File: src/rtl/sg_pkg.sv
package sg_pkg;
   typedef enum logic [1:0] {
      OP_ERASE = 2'd0,
      OP_PROG  = 2'd1,
      OP_LOCK  = 2'd2,
      OP_RSVD  = 2'd3
   } sg_op_e;

   typedef enum logic [1:0] {
      V_NONE  = 2'd0,
      V_GRANT = 2'd1,
      V_DENY  = 2'd2,
      V_ABORT = 2'd3
   } sg_verdict_e;
endpackage

File: src/rtl/sg_lock_store.sv
module sg_lock_store #(
   parameter int NUM_SECTORS = 40,
   parameter int SEC_W       = 6,
   parameter int OFF_W       = 4,
   parameter int DATA_W      = 8,
   parameter int LOCK_OFF    = 2,
   parameter int ID_REG      = 1
) (
   input  logic                   clk,
   input  logic                   rst_n,
   input  logic                   set_en,
   input  logic [SEC_W-1:0]       set_sel,
   input  logic                   id_mode,
   input  logic [SEC_W-1:0]       rd_sector,
   input  logic [OFF_W-1:0]       rd_offset,
   output logic [NUM_SECTORS-1:0] lock_vec,
   output logic [DATA_W-1:0]      id_data
);
   logic [NUM_SECTORS-1:0] lock_q;
   logic                   rd_in_range;
   logic                   id_hit;
   logic [DATA_W-1:0]      id_word;

   // one set-only flop per sector
   for (genvar i = 0; i < NUM_SECTORS; i++) begin : g_bit
      always_ff @(posedge clk or negedge rst_n) begin
         if (!rst_n)
            lock_q[i] <= 1'b0;
         else if (set_en && (set_sel == SEC_W'(i)))
            lock_q[i] <= 1'b1;
      end
   end

   assign lock_vec    = lock_q;
   assign rd_in_range = ({1'b0, rd_sector} < (SEC_W+1)'(NUM_SECTORS));
   assign id_hit      = id_mode && (rd_offset == OFF_W'(LOCK_OFF)) && rd_in_range;
   assign id_word     = DATA_W'(id_hit && lock_q[rd_sector]);

   if (ID_REG != 0) begin : g_id_reg
      always_ff @(posedge clk or negedge rst_n) begin
         if (!rst_n) id_data <= '0;
         else        id_data <= id_word;
      end
   end else begin : g_id_comb
      assign id_data = id_word;
   end
endmodule

File: src/rtl/sg_abort_timer.sv
module sg_abort_timer #(
   parameter int ABORT_CYC = 500
) (
   input  logic clk,
   input  logic rst_n,
   input  logic start,
   output logic busy
);
   localparam int CW = $clog2(ABORT_CYC + 1);
   logic [CW-1:0] cnt_q;

   always_ff @(posedge clk or negedge rst_n) begin
      if (!rst_n)
         cnt_q <= '0;
      else if (start)
         cnt_q <= CW'(ABORT_CYC);
      else if (cnt_q != '0)
         cnt_q <= cnt_q - 1'b1;
   end

   assign busy = (cnt_q != '0);
endmodule

File: src/rtl/sg_write_qual.sv
module sg_write_qual #(
   parameter int PWR_HOLD_CYC = 2500000,
   parameter int GLITCH_MIN   = 4
) (
   input  logic clk,
   input  logic rst_n,
   input  logic vcc_ok,
   input  logic we_n,
   input  logic ce_n,
   input  logic oe_n,
   output logic prog_inhibit,
   output logic strobe_ok
);
   localparam int PW = $clog2(PWR_HOLD_CYC + 1);
   localparam int GW = $clog2(GLITCH_MIN + 1);

   logic [PW-1:0] pwr_cnt_q;
   logic [GW-1:0] low_cnt_q;
   logic          act_now;
   logic          act_q;
   logic          long_enough;
   logic          clean_end;

   // power-on hold-off: reloads whenever the supply is lost
   always_ff @(posedge clk or negedge rst_n) begin
      if (!rst_n)
         pwr_cnt_q <= PW'(PWR_HOLD_CYC);
      else if (!vcc_ok)
         pwr_cnt_q <= PW'(PWR_HOLD_CYC);
      else if (pwr_cnt_q != '0)
         pwr_cnt_q <= pwr_cnt_q - 1'b1;
   end

   assign prog_inhibit = !vcc_ok || (pwr_cnt_q != '0);

   // strobe width measured in clock samples, saturating
   assign act_now = !we_n && !ce_n && oe_n;

   always_ff @(posedge clk or negedge rst_n) begin
      if (!rst_n) begin
         low_cnt_q <= '0;
         act_q     <= 1'b0;
      end else begin
         act_q <= act_now;
         if (!act_now)
            low_cnt_q <= '0;
         else if (low_cnt_q != GW'(GLITCH_MIN))
            low_cnt_q <= low_cnt_q + 1'b1;
      end
   end

   assign long_enough = (low_cnt_q == GW'(GLITCH_MIN));
   assign clean_end   = act_q && !act_now && oe_n;

   always_ff @(posedge clk or negedge rst_n) begin
      if (!rst_n) strobe_ok <= 1'b0;
      else        strobe_ok <= clean_end && long_enough && !prog_inhibit;
   end
endmodule

File: src/rtl/sector_guard.sv
module sector_guard #(
   parameter int NUM_SECTORS  = 40,
   parameter int ABORT_CYC    = 500,
   parameter int PWR_HOLD_CYC = 2500000,
   parameter int GLITCH_MIN   = 4,
   parameter int OFF_W        = 4,
   parameter int LOCK_OFF     = 2,
   parameter int DATA_W       = 8,
   parameter int ID_REG       = 1,
   localparam int SEC_W       = $clog2(NUM_SECTORS)
) (
   input  logic              clk,
   input  logic              rst_n,
   input  logic              cmd_valid,
   input  logic [1:0]        cmd_op,
   input  logic [SEC_W-1:0]  cmd_sector,
   input  logic              hv_override,
   input  logic              vcc_ok,
   input  logic              we_n,
   input  logic              ce_n,
   input  logic              oe_n,
   input  logic              id_mode,
   input  logic [SEC_W-1:0]  rd_sector,
   input  logic [OFF_W-1:0]  rd_offset,
   output logic              grant,
   output logic              deny,
   output logic              reject_busy,
   output logic              prog_inhibit,
   output logic              wr_strobe_ok,
   output logic [DATA_W-1:0] id_data
);
   import sg_pkg::*;

   if (NUM_SECTORS < 2)              begin : g_bad_n   $error("NUM_SECTORS must be at least 2"); end
   if (ABORT_CYC < 1)                begin : g_bad_a   $error("ABORT_CYC must be at least 1"); end
   if (PWR_HOLD_CYC < 2)             begin : g_bad_p   $error("PWR_HOLD_CYC must be at least 2"); end
   if (GLITCH_MIN < 1)               begin : g_bad_g   $error("GLITCH_MIN must be at least 1"); end
   if (LOCK_OFF >= (1 << OFF_W))     begin : g_bad_o   $error("LOCK_OFF does not fit OFF_W"); end
   if (DATA_W < 1)                   begin : g_bad_d   $error("DATA_W must be at least 1"); end
   if (ID_REG < 0 || ID_REG > 1)     begin : g_bad_r   $error("ID_REG must be 0 or 1"); end

   sg_op_e                 op;
   sg_verdict_e            verdict;
   logic [NUM_SECTORS-1:0] lock_vec;
   logic                   take;
   logic                   in_range;
   logic                   tgt_locked;
   logic                   set_en;
   logic                   grant_q;
   logic                   deny_q;

   assign op         = sg_op_e'(cmd_op);
   assign take       = cmd_valid && !reject_busy;
   assign in_range   = ({1'b0, cmd_sector} < (SEC_W+1)'(NUM_SECTORS));
   assign tgt_locked = in_range && lock_vec[cmd_sector];

   always_comb begin
      if (!take)
         verdict = V_NONE;
      else if (!in_range || prog_inhibit || op == OP_RSVD)
         verdict = V_DENY;
      else if (op == OP_LOCK)
         verdict = V_GRANT;
      else if (tgt_locked && !hv_override)
         verdict = V_ABORT;
      else
         verdict = V_GRANT;
   end

   assign set_en = (verdict == V_GRANT) && (op == OP_LOCK);

   always_ff @(posedge clk or negedge rst_n) begin
      if (!rst_n) begin
         grant_q <= 1'b0;
         deny_q  <= 1'b0;
      end else begin
         grant_q <= (verdict == V_GRANT);
         deny_q  <= (verdict == V_DENY) || (verdict == V_ABORT);
      end
   end

   assign grant = grant_q;
   assign deny  = deny_q;

   sg_lock_store #(
      .NUM_SECTORS (NUM_SECTORS),
      .SEC_W       (SEC_W),
      .OFF_W       (OFF_W),
      .DATA_W      (DATA_W),
      .LOCK_OFF    (LOCK_OFF),
      .ID_REG      (ID_REG)
   ) i_store (
      .clk       (clk),
      .rst_n     (rst_n),
      .set_en    (set_en),
      .set_sel   (cmd_sector),
      .id_mode   (id_mode),
      .rd_sector (rd_sector),
      .rd_offset (rd_offset),
      .lock_vec  (lock_vec),
      .id_data   (id_data)
   );

   sg_abort_timer #(
      .ABORT_CYC (ABORT_CYC)
   ) i_abort (
      .clk   (clk),
      .rst_n (rst_n),
      .start (verdict == V_ABORT),
      .busy  (reject_busy)
   );

   sg_write_qual #(
      .PWR_HOLD_CYC (PWR_HOLD_CYC),
      .GLITCH_MIN   (GLITCH_MIN)
   ) i_wq (
      .clk          (clk),
      .rst_n        (rst_n),
      .vcc_ok       (vcc_ok),
      .we_n         (we_n),
      .ce_n         (ce_n),
      .oe_n         (oe_n),
      .prog_inhibit (prog_inhibit),
      .strobe_ok    (wr_strobe_ok)
   );
endmodule

File: config.mk
export PLATFORM = sky130hd
export DESIGN_NAME = sector_guard
export DESIGN_NICKNAME = d
export VERILOG_FILES = /design/src/rtl/sg_pkg.sv /design/src/rtl/sg_lock_store.sv /design/src/rtl/sg_abort_timer.sv /design/src/rtl/sg_write_qual.sv /design/src/rtl/sector_guard.sv
export SDC_FILE = /design/constraint.sdc
export NUM_CORES = 1
export LEC_CHECK = 0
export BUFFER_PORTS_ARGS = -buffer_cell sky130_fd_sc_hd__buf_2
export CAP_MARGIN = 25
export CELL_PAD_IN_SITES_DETAIL_PLACEMENT = 0
export CELL_PAD_IN_SITES_GLOBAL_PLACEMENT = 2
export CORE_MARGIN = 2
export CORE_UTILIZATION = 35
export DETAILED_ROUTE_END_ITERATION = 10
export PLACE_DENSITY = 0.75
export SYNTH_ARGS = -nofsm -noshare
export SYNTH_HDL_FRONTEND = slang
export SYNTH_SLANG_ARGS = --single-unit
File: constraint.sdc
create_clock -name clk -period 2.2 [get_ports clk]
set_input_delay 0.44 -clock clk [delete_from_list [all_inputs] [get_ports clk]]
set_output_delay 0.44 -clock clk [all_outputs]
set_load 0.005 [all_outputs]
==> results by group, run 1 <==
Final layout
  • Layout Utilization: 47.2%
  • Number of nets in the layout: 520
  • Antenna Cells: 0
  • Final Instance Area: 0.00570 sq mm
  • Area Overhead vs Synth: 31.3%
  • Share of layout cells above drive strength 1: 34.3%

STA
  • Final Critical Period: 2280 ps
  • Fmax: 439 MHz
  • Worst-case setup margin in the final layout: -77.7 ps
  • Final critical-path share of the clock period: 104%
  • Unrepaired setup endpoints after global routing: yes
  • Transition time at the pin with the least slew margin: 614 ps
  • Final slew viol count: 0
  • Slew headroom: 59.1%
  • Number of hold violations in the final report: 0
  • Final setup vio count: 41
  • Final worst clock skew: 6.97 ps
  • Worst hold-check slack: 106 ps

Worst setup path
  • Critical-path maximum fanout: 2
  • Cell breakdown of the critical path: or4_4, nor4_4, buf_4, clkinvlp_4, buf_2
  • Worst path buffer plus inverter count: 3
  • Critical path class: flip-flop to primary output
  • Required time of the critical path: 1760 ps
  • CP peak stage delay: 560 ps
  • Kind of end point of the critical path: primary output
  • Critical-path cell with the highest stage delay: sky130_fd_sc_hd__or4_4
  • Arrival time of data at the critical path endpoint: 1840 ps
  • Kind of cell adding the most delay to the critical path: simple AND/OR/NAND/NOR gates
  • Critical path launch point type: flip-flop

CTS
  • Maximum number of buffers from clock root to sink: 2
  • CTS Root Buffer Type: sky130_fd_sc_hd__clkbuf_16
  • Clock transition time at the flip-flop clock pins of the worst setup and hold paths: 60 ps
  • Clock buffers created by TritonCTS: 9
  • Clock H-tree levels: 3
  • Clock tree from TritonCTS: built
  • Clock Latency Late Sink: 340 ps
  • Number of sinks on the clock net: 79

Status
  • Violated checks: negative setup slack
  • Run status: complete, but fails checks

Logic synthesis
  • Share of async-settable or async-resettable flops after synthesis: 100%
  • Cells after synthesis: 403
  • Synth top area share: 41.0%
  • Sequential area share after synthesis: 45.8%
  • Number of warnings printed during yosys synthesis: 0
  • Largest cells by area after synthesis: sky130_fd_sc_hd__dfrtp_1 (41%), sky130_fd_sc_hd__mux4_2 (7.3%), sky130_fd_sc_hd__o21bai_1 (6.9%)
  • Most numerous cell in the Yosys netlist: sky130_fd_sc_hd__dfrtp_1
  • FF+latch count, synth: 79
  • Combined area of all synthesized cells: 0.00434 sq mm
  • Post-Syn Area per Cell: 10.8 sq um
  • Main synth FF type: sky130_fd_sc_hd__dfrtp_1
  • Top cells by count, synth: sky130_fd_sc_hd__dfrtp_1 (71), sky130_fd_sc_hd__nand2_1 (43), sky130_fd_sc_hd__o21bai_1 (40)
  • EDFF count, synth: 0
  • Count of different cell masters after synthesis: 54
  • Top cell type by total area after synthesis: sky130_fd_sc_hd__dfrtp_1

Die
  • Height of the chip: 115 um
  • Placeable Area: 0.0121 sq mm
  • Die width: 115 um
  • Die footprint: 0.0133 sq mm
  • Count of standard-cell rows: 40
  • Boundary pin count: 40
  • Starting utilization of the core area: 36.0%

Route
  • Sum of routed wire length over all layers: 10,800 um
  • Remaining design rule violation count: 0
  • Number of nets with antenna violations after routing: 0
  • First-pass iteration count of the detailed router: 5
  • Routed via count: 3,355
  • Iteration-0 DRC count of the detailed router: 125
  • Vias per Instance: 5.08
  • Routed length per instance: 16.3 um

Global routing
  • Overall track demand over capacity in global routing: 17.1%
  • Number of global-route vias before repair: 3,449
  • Met1 track demand over resource: 24.3%
  • First-pass GRT wire length: 17,600 um
  • Global routing met3 resource utilization: 3.22%
  • Met2 track demand over resource: 26.3%
  • Grt total ovfl: 0
  • Maximum number of pins on one net before global-route repair: 47
  • Number of antenna violations at the first check in global routing: 0
  • Most used routing layer in global routing: met2

Run
  • MaxCap Viol Count: 0

Place
  • DP Area: 0.00493 sq mm
  • Detailed-placement wirelength estimate: 7640 um
  • Worst setup timing slack at the placement stage: -6.75 ps
  • Final weighted congestion of routability-driven global placement: 0.783
  • Quantity of I/O buffers inserted on ports: 32

Pwr
  • Power Dens Cells: 631 mW/mm^2
  • Overall power consumption: 3.59 mW
  • Leak: 2.58 nW
  • Maximum VDD drop: 344 uV

Min path
  • Path category of the worst min-delay check: primary input to async pin
==> flip-flops by register name, summed over array words and instances, names as in the netlist <==
| register | cells |
|---|---|
| i_store.lock_vec | 40 |
| i_wq.pwr_cnt_q | 22 |
| i_abort.cnt_q | 9 |
| i_wq.low_cnt_q | 3 |
| deny | 1 |
| grant | 1 |
| i_store.id_data | 1 |
| i_wq.act_q | 1 |
| i_wq.strobe_ok | 1 |
==> report_power, final <==
group	switching [mW]	total, mW	internal, mW
combinational	0.207	0.372	0.165
sequential	0.0194	1.51	1.49
clock	0.573	1.71	1.14
total	0.799	3.59	2.79
==> metal layers <==
layer | wire length [um] | vias to the layer above
li1 | - | 1599
met1 | 5300 | 1696
met2 | 5060 | 47
met3 | 277 | 13
met4 | 143 | 0
met5 | 0 | -
==> kinds of logic after synthesis <==
family                     after synthesis  synth area share, %
and+or+nand+nor                        164                 21.2
DFF                                     79                 45.8
AOI/OAI and AO/OA                       61                 10.4
muxes                                   34                 11.9
buffers and inverters                   32                 3.72
xor gates and xnor gates                27                 5.45
adders and majority gates                5                 1.44
other                                    1               0.0864
==> final cells by class <==
cell class	count	area, sq um
Sequential cell	79	1990
Fill cell	1121	6360
Timing Repair Buffer	90	724
Clock inverter	3	90.1
Inverter	10	41.3
Clock buffer	13	250
Tap cell	168	210
Multi-Input combinational cell	298	2390
==> layout by cell type, fill, tap and decap left out, types with 4 or more instances in the layout <==
cell type,instances
sky130_fd_sc_hd__buf_4,46
sky130_fd_sc_hd__xor2_1,14
sky130_fd_sc_hd__nor4_1,4
sky130_fd_sc_hd__nand4b_1,4
sky130_fd_sc_hd__nand3_1,18
sky130_fd_sc_hd__nor3_4,4
sky130_fd_sc_hd__nand2_1,34
sky130_fd_sc_hd__nand4_1,5
sky130_fd_sc_hd__conb_1,7
sky130_fd_sc_hd__buf_2,30
sky130_fd_sc_hd__nor3_1,4
sky130_fd_sc_hd__clkbuf_16,11
sky130_fd_sc_hd__a22oi_1,4
sky130_fd_sc_hd__mux4_2,14
sky130_fd_sc_hd__buf_6,7
sky130_fd_sc_hd__xnor2_1,13
sky130_fd_sc_hd__buf_12,5
sky130_fd_sc_hd__nand2_2,7
sky130_fd_sc_hd__nor2b_1,11
sky130_fd_sc_hd__dfrtp_1,71
sky130_fd_sc_hd__o21bai_1,39
sky130_fd_sc_hd__dfstp_2,8
sky130_fd_sc_hd__a21oi_1,5
sky130_fd_sc_hd__mux2i_1,19
sky130_fd_sc_hd__ha_1,4
sky130_fd_sc_hd__and2_1,9
sky130_fd_sc_hd__nor2_1,24
sky130_fd_sc_hd__inv_1,7
==> per-stage QoR <==
step                TNS [ps]  std cells
finish                 -1400        661
global route           -6850        661
CTS                     -161        649
detailed placement     -9.70        621
global placement           0        621
floorplan                  0        409
==> final timing paths <==
| kind | from | end | slack (ps) | cells after the start |
|---|---|---|---|---|
| worst max-delay path | i_abort.cnt_q[3] | reject_busy | -80 | 5 |
| worst min-delay path | rst_n | i_abort.cnt_q[3] | 110 | 1 |
| min in group clk | rd_sector[5] | i_store.id_data[0] | 320 | 2 |
| max in group asynchronous | rst_n | i_wq.pwr_cnt_q[11] | 1480 | 2 |
| worst max register to register | i_abort.cnt_q[3] | i_store.lock_vec[6] | -60 | 9 |
| worst min register to register | i_store.lock_vec[39] | i_store.lock_vec[39] | 490 | 1 |
==> what timing repair did <==
action	CTS	global route
cloned	0	2
gates resized for setup	15	35
hold buffers	0	0
pin swaps	8	21
endpoints found under the setup margin	5	64
setup buffers	12	10
No activity file was read; power rests on OpenSTA's default activity.
==> run 2: changes to the inputs <==
--- a/config.mk
+++ b/config.mk
@@ -5,14 +5,15 @@
 export SDC_FILE = /design/constraint.sdc
 export NUM_CORES = 1
 export LEC_CHECK = 0
+export ABC_AREA = 1
 export BUFFER_PORTS_ARGS = -buffer_cell sky130_fd_sc_hd__buf_2
 export CAP_MARGIN = 25
 export CELL_PAD_IN_SITES_DETAIL_PLACEMENT = 0
 export CELL_PAD_IN_SITES_GLOBAL_PLACEMENT = 2
 export CORE_MARGIN = 2
-export CORE_UTILIZATION = 35
+export CORE_UTILIZATION = 32
 export DETAILED_ROUTE_END_ITERATION = 10
-export PLACE_DENSITY = 0.75
+export PLACE_DENSITY = 0.77
 export SYNTH_ARGS = -nofsm -noshare
 export SYNTH_HDL_FRONTEND = slang
 export SYNTH_SLANG_ARGS = --single-unit
==> results by group, run 2 <==
Status
  • Run status: finished, final reports clean

Final layout
  • Commonest non-fill, non-tap cells in the layout: sky130_fd_sc_hd__nand2_1 (131), sky130_fd_sc_hd__inv_1 (76), sky130_fd_sc_hd__nand3_1 (71)
  • Number of nets in the layout: 748
  • Antenna Cells: 0
  • Number of inserted filler cells in the final layout: 1,549
  • Final Instance Area: 0.00591 sq mm
  • Share of layout cells above drive strength 1: 24.0%
  • Area Overhead vs Synth: 22.0%
  • Most common cell after layout, fill and taps aside: sky130_fd_sc_hd__nand2_1
  • Max FFs per register: 40

Logic synthesis
  • Combinational family with the most area after synthesis: simple AND/OR/NAND/NOR gates
  • Largest cells by area after synthesis: sky130_fd_sc_hd__dfrtp_1 (37%), sky130_fd_sc_hd__nand2_1 (10%), sky130_fd_sc_hd__nand3_1 (7.4%)
  • FF+latch count, synth: 79
  • Combined area of all synthesized cells: 0.00484 sq mm
  • Multiplexer area fraction after synthesis: 0%
  • Synth top area share: 36.7%
  • Share of async-settable or async-resettable flops after synthesis: 100%
  • Most numerous cell in the Yosys netlist: sky130_fd_sc_hd__nand2_1
  • Sequential area share after synthesis: 41.0%
  • Count of different cell masters after synthesis: 38
  • Cells after synthesis: 643
  • Arithmetic-cell share of the synthesized area counting full adders, half adders and majority gates: 1.29%
  • Number of warnings printed during yosys synthesis: 0
  • Simple-gate share of the synthesized area: 27.7%
  • Top cells by count, synth: sky130_fd_sc_hd__nand2_1 (131), sky130_fd_sc_hd__inv_1 (80), sky130_fd_sc_hd__nand3_1 (72)
  • Share of the synthesized area in compound gates (AO/OA/AOI/OAI): 17.7%
  • Top cell type by total area after synthesis: sky130_fd_sc_hd__dfrtp_1
  • EDFF count, synth: 0
  • Main synth FF type: sky130_fd_sc_hd__dfrtp_1
  • Post-Syn Area per Cell: 7.53 sq um
  • Xor/xnor share of the synthesized area: 1.63%

Global routing
  • Maximum number of pins on one net before global-route repair: 41
  • First-pass GRT wire length: 22,800 um
  • Number of antenna violations at the first check in global routing: 0
  • Overall track demand over capacity in global routing: 18.1%
  • Grt total ovfl: 0
  • Number of global-route vias before repair: 4,431

CTS
  • Clock Latency Late Sink: 350 ps
  • Clock H-tree levels: 3
  • CTS Root Buffer Type: sky130_fd_sc_hd__clkbuf_16
  • Maximum number of buffers from clock root to sink: 2
  • Clock tree from TritonCTS: built
  • Clock transition time at the flip-flop clock pins of the worst setup and hold paths: 60 ps
  • Number of sinks on the clock net: 79
  • Clock buffers created by TritonCTS: 9

STA
  • Fmax: 471 MHz
  • Final worst clock skew: 7.33 ps
  • Transition time at the pin with the least slew margin: 553 ps
  • Final setup vio count: 0
  • Final critical-path share of the clock period: 96.5%
  • Final Critical Period: 2120 ps
  • Number of hold violations in the final report: 0
  • Total Negative Setup Slacks: 0 ps
  • Worst-case setup margin in the final layout: 77.8 ps
  • Slew headroom: 63.1%
  • Worst hold-check slack: 69.6 ps
  • Final slew viol count: 0

Die
  • Height of the chip: 127 um
  • Starting utilization of the core area: 33.1%
  • Die footprint: 0.0161 sq mm
  • Count of standard-cell rows: 44
  • Placeable Area: 0.0146 sq mm
  • Boundary pin count: 40
  • Die width: 127 um

Place
  • Detailed-placement wirelength estimate: 9650 um
  • Worst setup timing slack at the placement stage: 119 ps
  • Quantity of I/O buffers inserted on ports: 32
  • Final weighted congestion of routability-driven global placement: 0.827
  • DP Area: 0.00535 sq mm

Worst setup path
  • Kind of end point of the critical path: primary output
  • Critical-path maximum fanout: 4
  • Critical path launch point type: flip-flop
  • Number of cells traversed by the worst register-to-register path: 15
  • Slack of the worst reg-to-reg path: 100 ps
  • Arrival time of data at the critical path endpoint: 1680 ps
  • Critical path class: flip-flop to primary output
  • Required time of the critical path: 1760 ps
  • End of the worst register-to-register path: i_abort.cnt_q[8]
  • R2r startpoint: i_abort.cnt_q[1]

Route
  • Routed length per instance: 15.1 um
  • Iteration-0 DRC count of the detailed router: 205
  • Number of nets with antenna violations after routing: 0
  • Vias per Instance: 4.89
  • First-pass iteration count of the detailed router: 4
  • Remaining design rule violation count: 0
  • Routed via count: 4,424
  • Sum of routed wire length over all layers: 13,600 um

Pwr
  • Leak: 2.90 nW
  • Maximum VDD drop: 362 uV
  • Power Dens Cells: 623 mW/mm^2

Run
  • MaxCap Viol Count: 0

Min path
  • Path category of the worst min-delay check: primary input to async pin
-- run 2: cell count changes after synthesis, moves of 33 or more --
cell	before	now
sky130_fd_sc_hd__nand2_1	43	131
sky130_fd_sc_hd__o21ai_0	1	46
sky130_fd_sc_hd__nor2_1	27	60
sky130_fd_sc_hd__nand3_1	21	72
sky130_fd_sc_hd__inv_1	10	80
sky130_fd_sc_hd__o21bai_1	40	0
-- run 2: critical path, cell delays in order (launching register included) --
cell and delay, ps:
sky130_fd_sc_hd__dfrtp_2 400, sky130_fd_sc_hd__inv_2 100, sky130_fd_sc_hd__ha_4 140, sky130_fd_sc_hd__nand4_1 90, sky130_fd_sc_hd__nor3_2 210, sky130_fd_sc_hd__nand4_2 130
sky130_fd_sc_hd__buf_6 150, sky130_fd_sc_hd__buf_2 110
-- run 2: repair_timing --
item                                    in CTS  in global routing
buffers inserted                            15                  8
cloned                                       0                  0
gates resized for setup                      6                  8
hold buffers                                 0                  0
pin swaps                                    4                  4
endpoints found under the setup margin       2                 43
-- run 2: per-layer routing --
metal	part of all wire [%]	GRT usage, %
met5	0	0
met4	2.8	8.34
met3	3.9	3.35
met2	47	29.5
met1	47	23.4
-- run 2: through the flow --
stage                     instances  utilization (%)  total power [mW]
after global routing            905             40.4              3.84
after floorplan                 649                -              1.75
after detailed placement        866             36.5              1.93
final                           905             40.4              3.68
after CTS                       897             39.7              3.71
after global placement          866             36.5              1.93
-- run 2: kinds of logic (layout without fill, tap and decap cells) --
| family | count (synthesis) | after routing |
|---|---|---|
| AO/OA/AOI/OAI | 129 | 129 |
| flip-flops | 79 | 79 |
| XOR/XNOR | 9 | 9 |
| other | 1 | 7 |
| buffers and inverters | 119 | 191 |
| adder cells (fa/ha/maj) | 5 | 5 |
| AND/OR/NAND/NOR | 301 | 301 |
-- run 2: worst max path at each step --
stage / start / endpoint / slack (ps) / cells after the start
2_1_floorplan: i_abort.cnt_q[0] / i_store.lock_vec[8] / 400 / 11
3_3_place_gp: cmd_sector[1] / i_abort.cnt_q[0] / 120 / 12
3_5_place_dp: cmd_sector[1] / i_abort.cnt_q[0] / 120 / 12
4_1_cts: i_abort.cnt_q[1] / reject_busy / 6 / 7
5_1_grt: i_abort.cnt_q[1] / i_abort.cnt_q[8] / -20 / 15
6_report: i_wq.pwr_cnt_q[0] / prog_inhibit / 80 / 7
-- run 2: final cells by class --
cell class              instances  area (sq um)  share of cell area (%)
multi-input cells             451          2410                    40.8
flip-flops and latches         79          1990                    33.6
repair buffers                 85           602                    10.2
inverters                      90           338                    5.72
clock buffers                  12           246                    4.17
well taps                     184           230                    3.90
clock inverters                 4          95.1                    1.61
-- run 2: where the power goes --
part	internal (mW)	switching, mW	leakage, nW
combinational	0.145	0.283	1.82
clock	1.14	0.620	0.167
sequential	1.48	0.0189	0.907
total	2.76	0.922	2.90
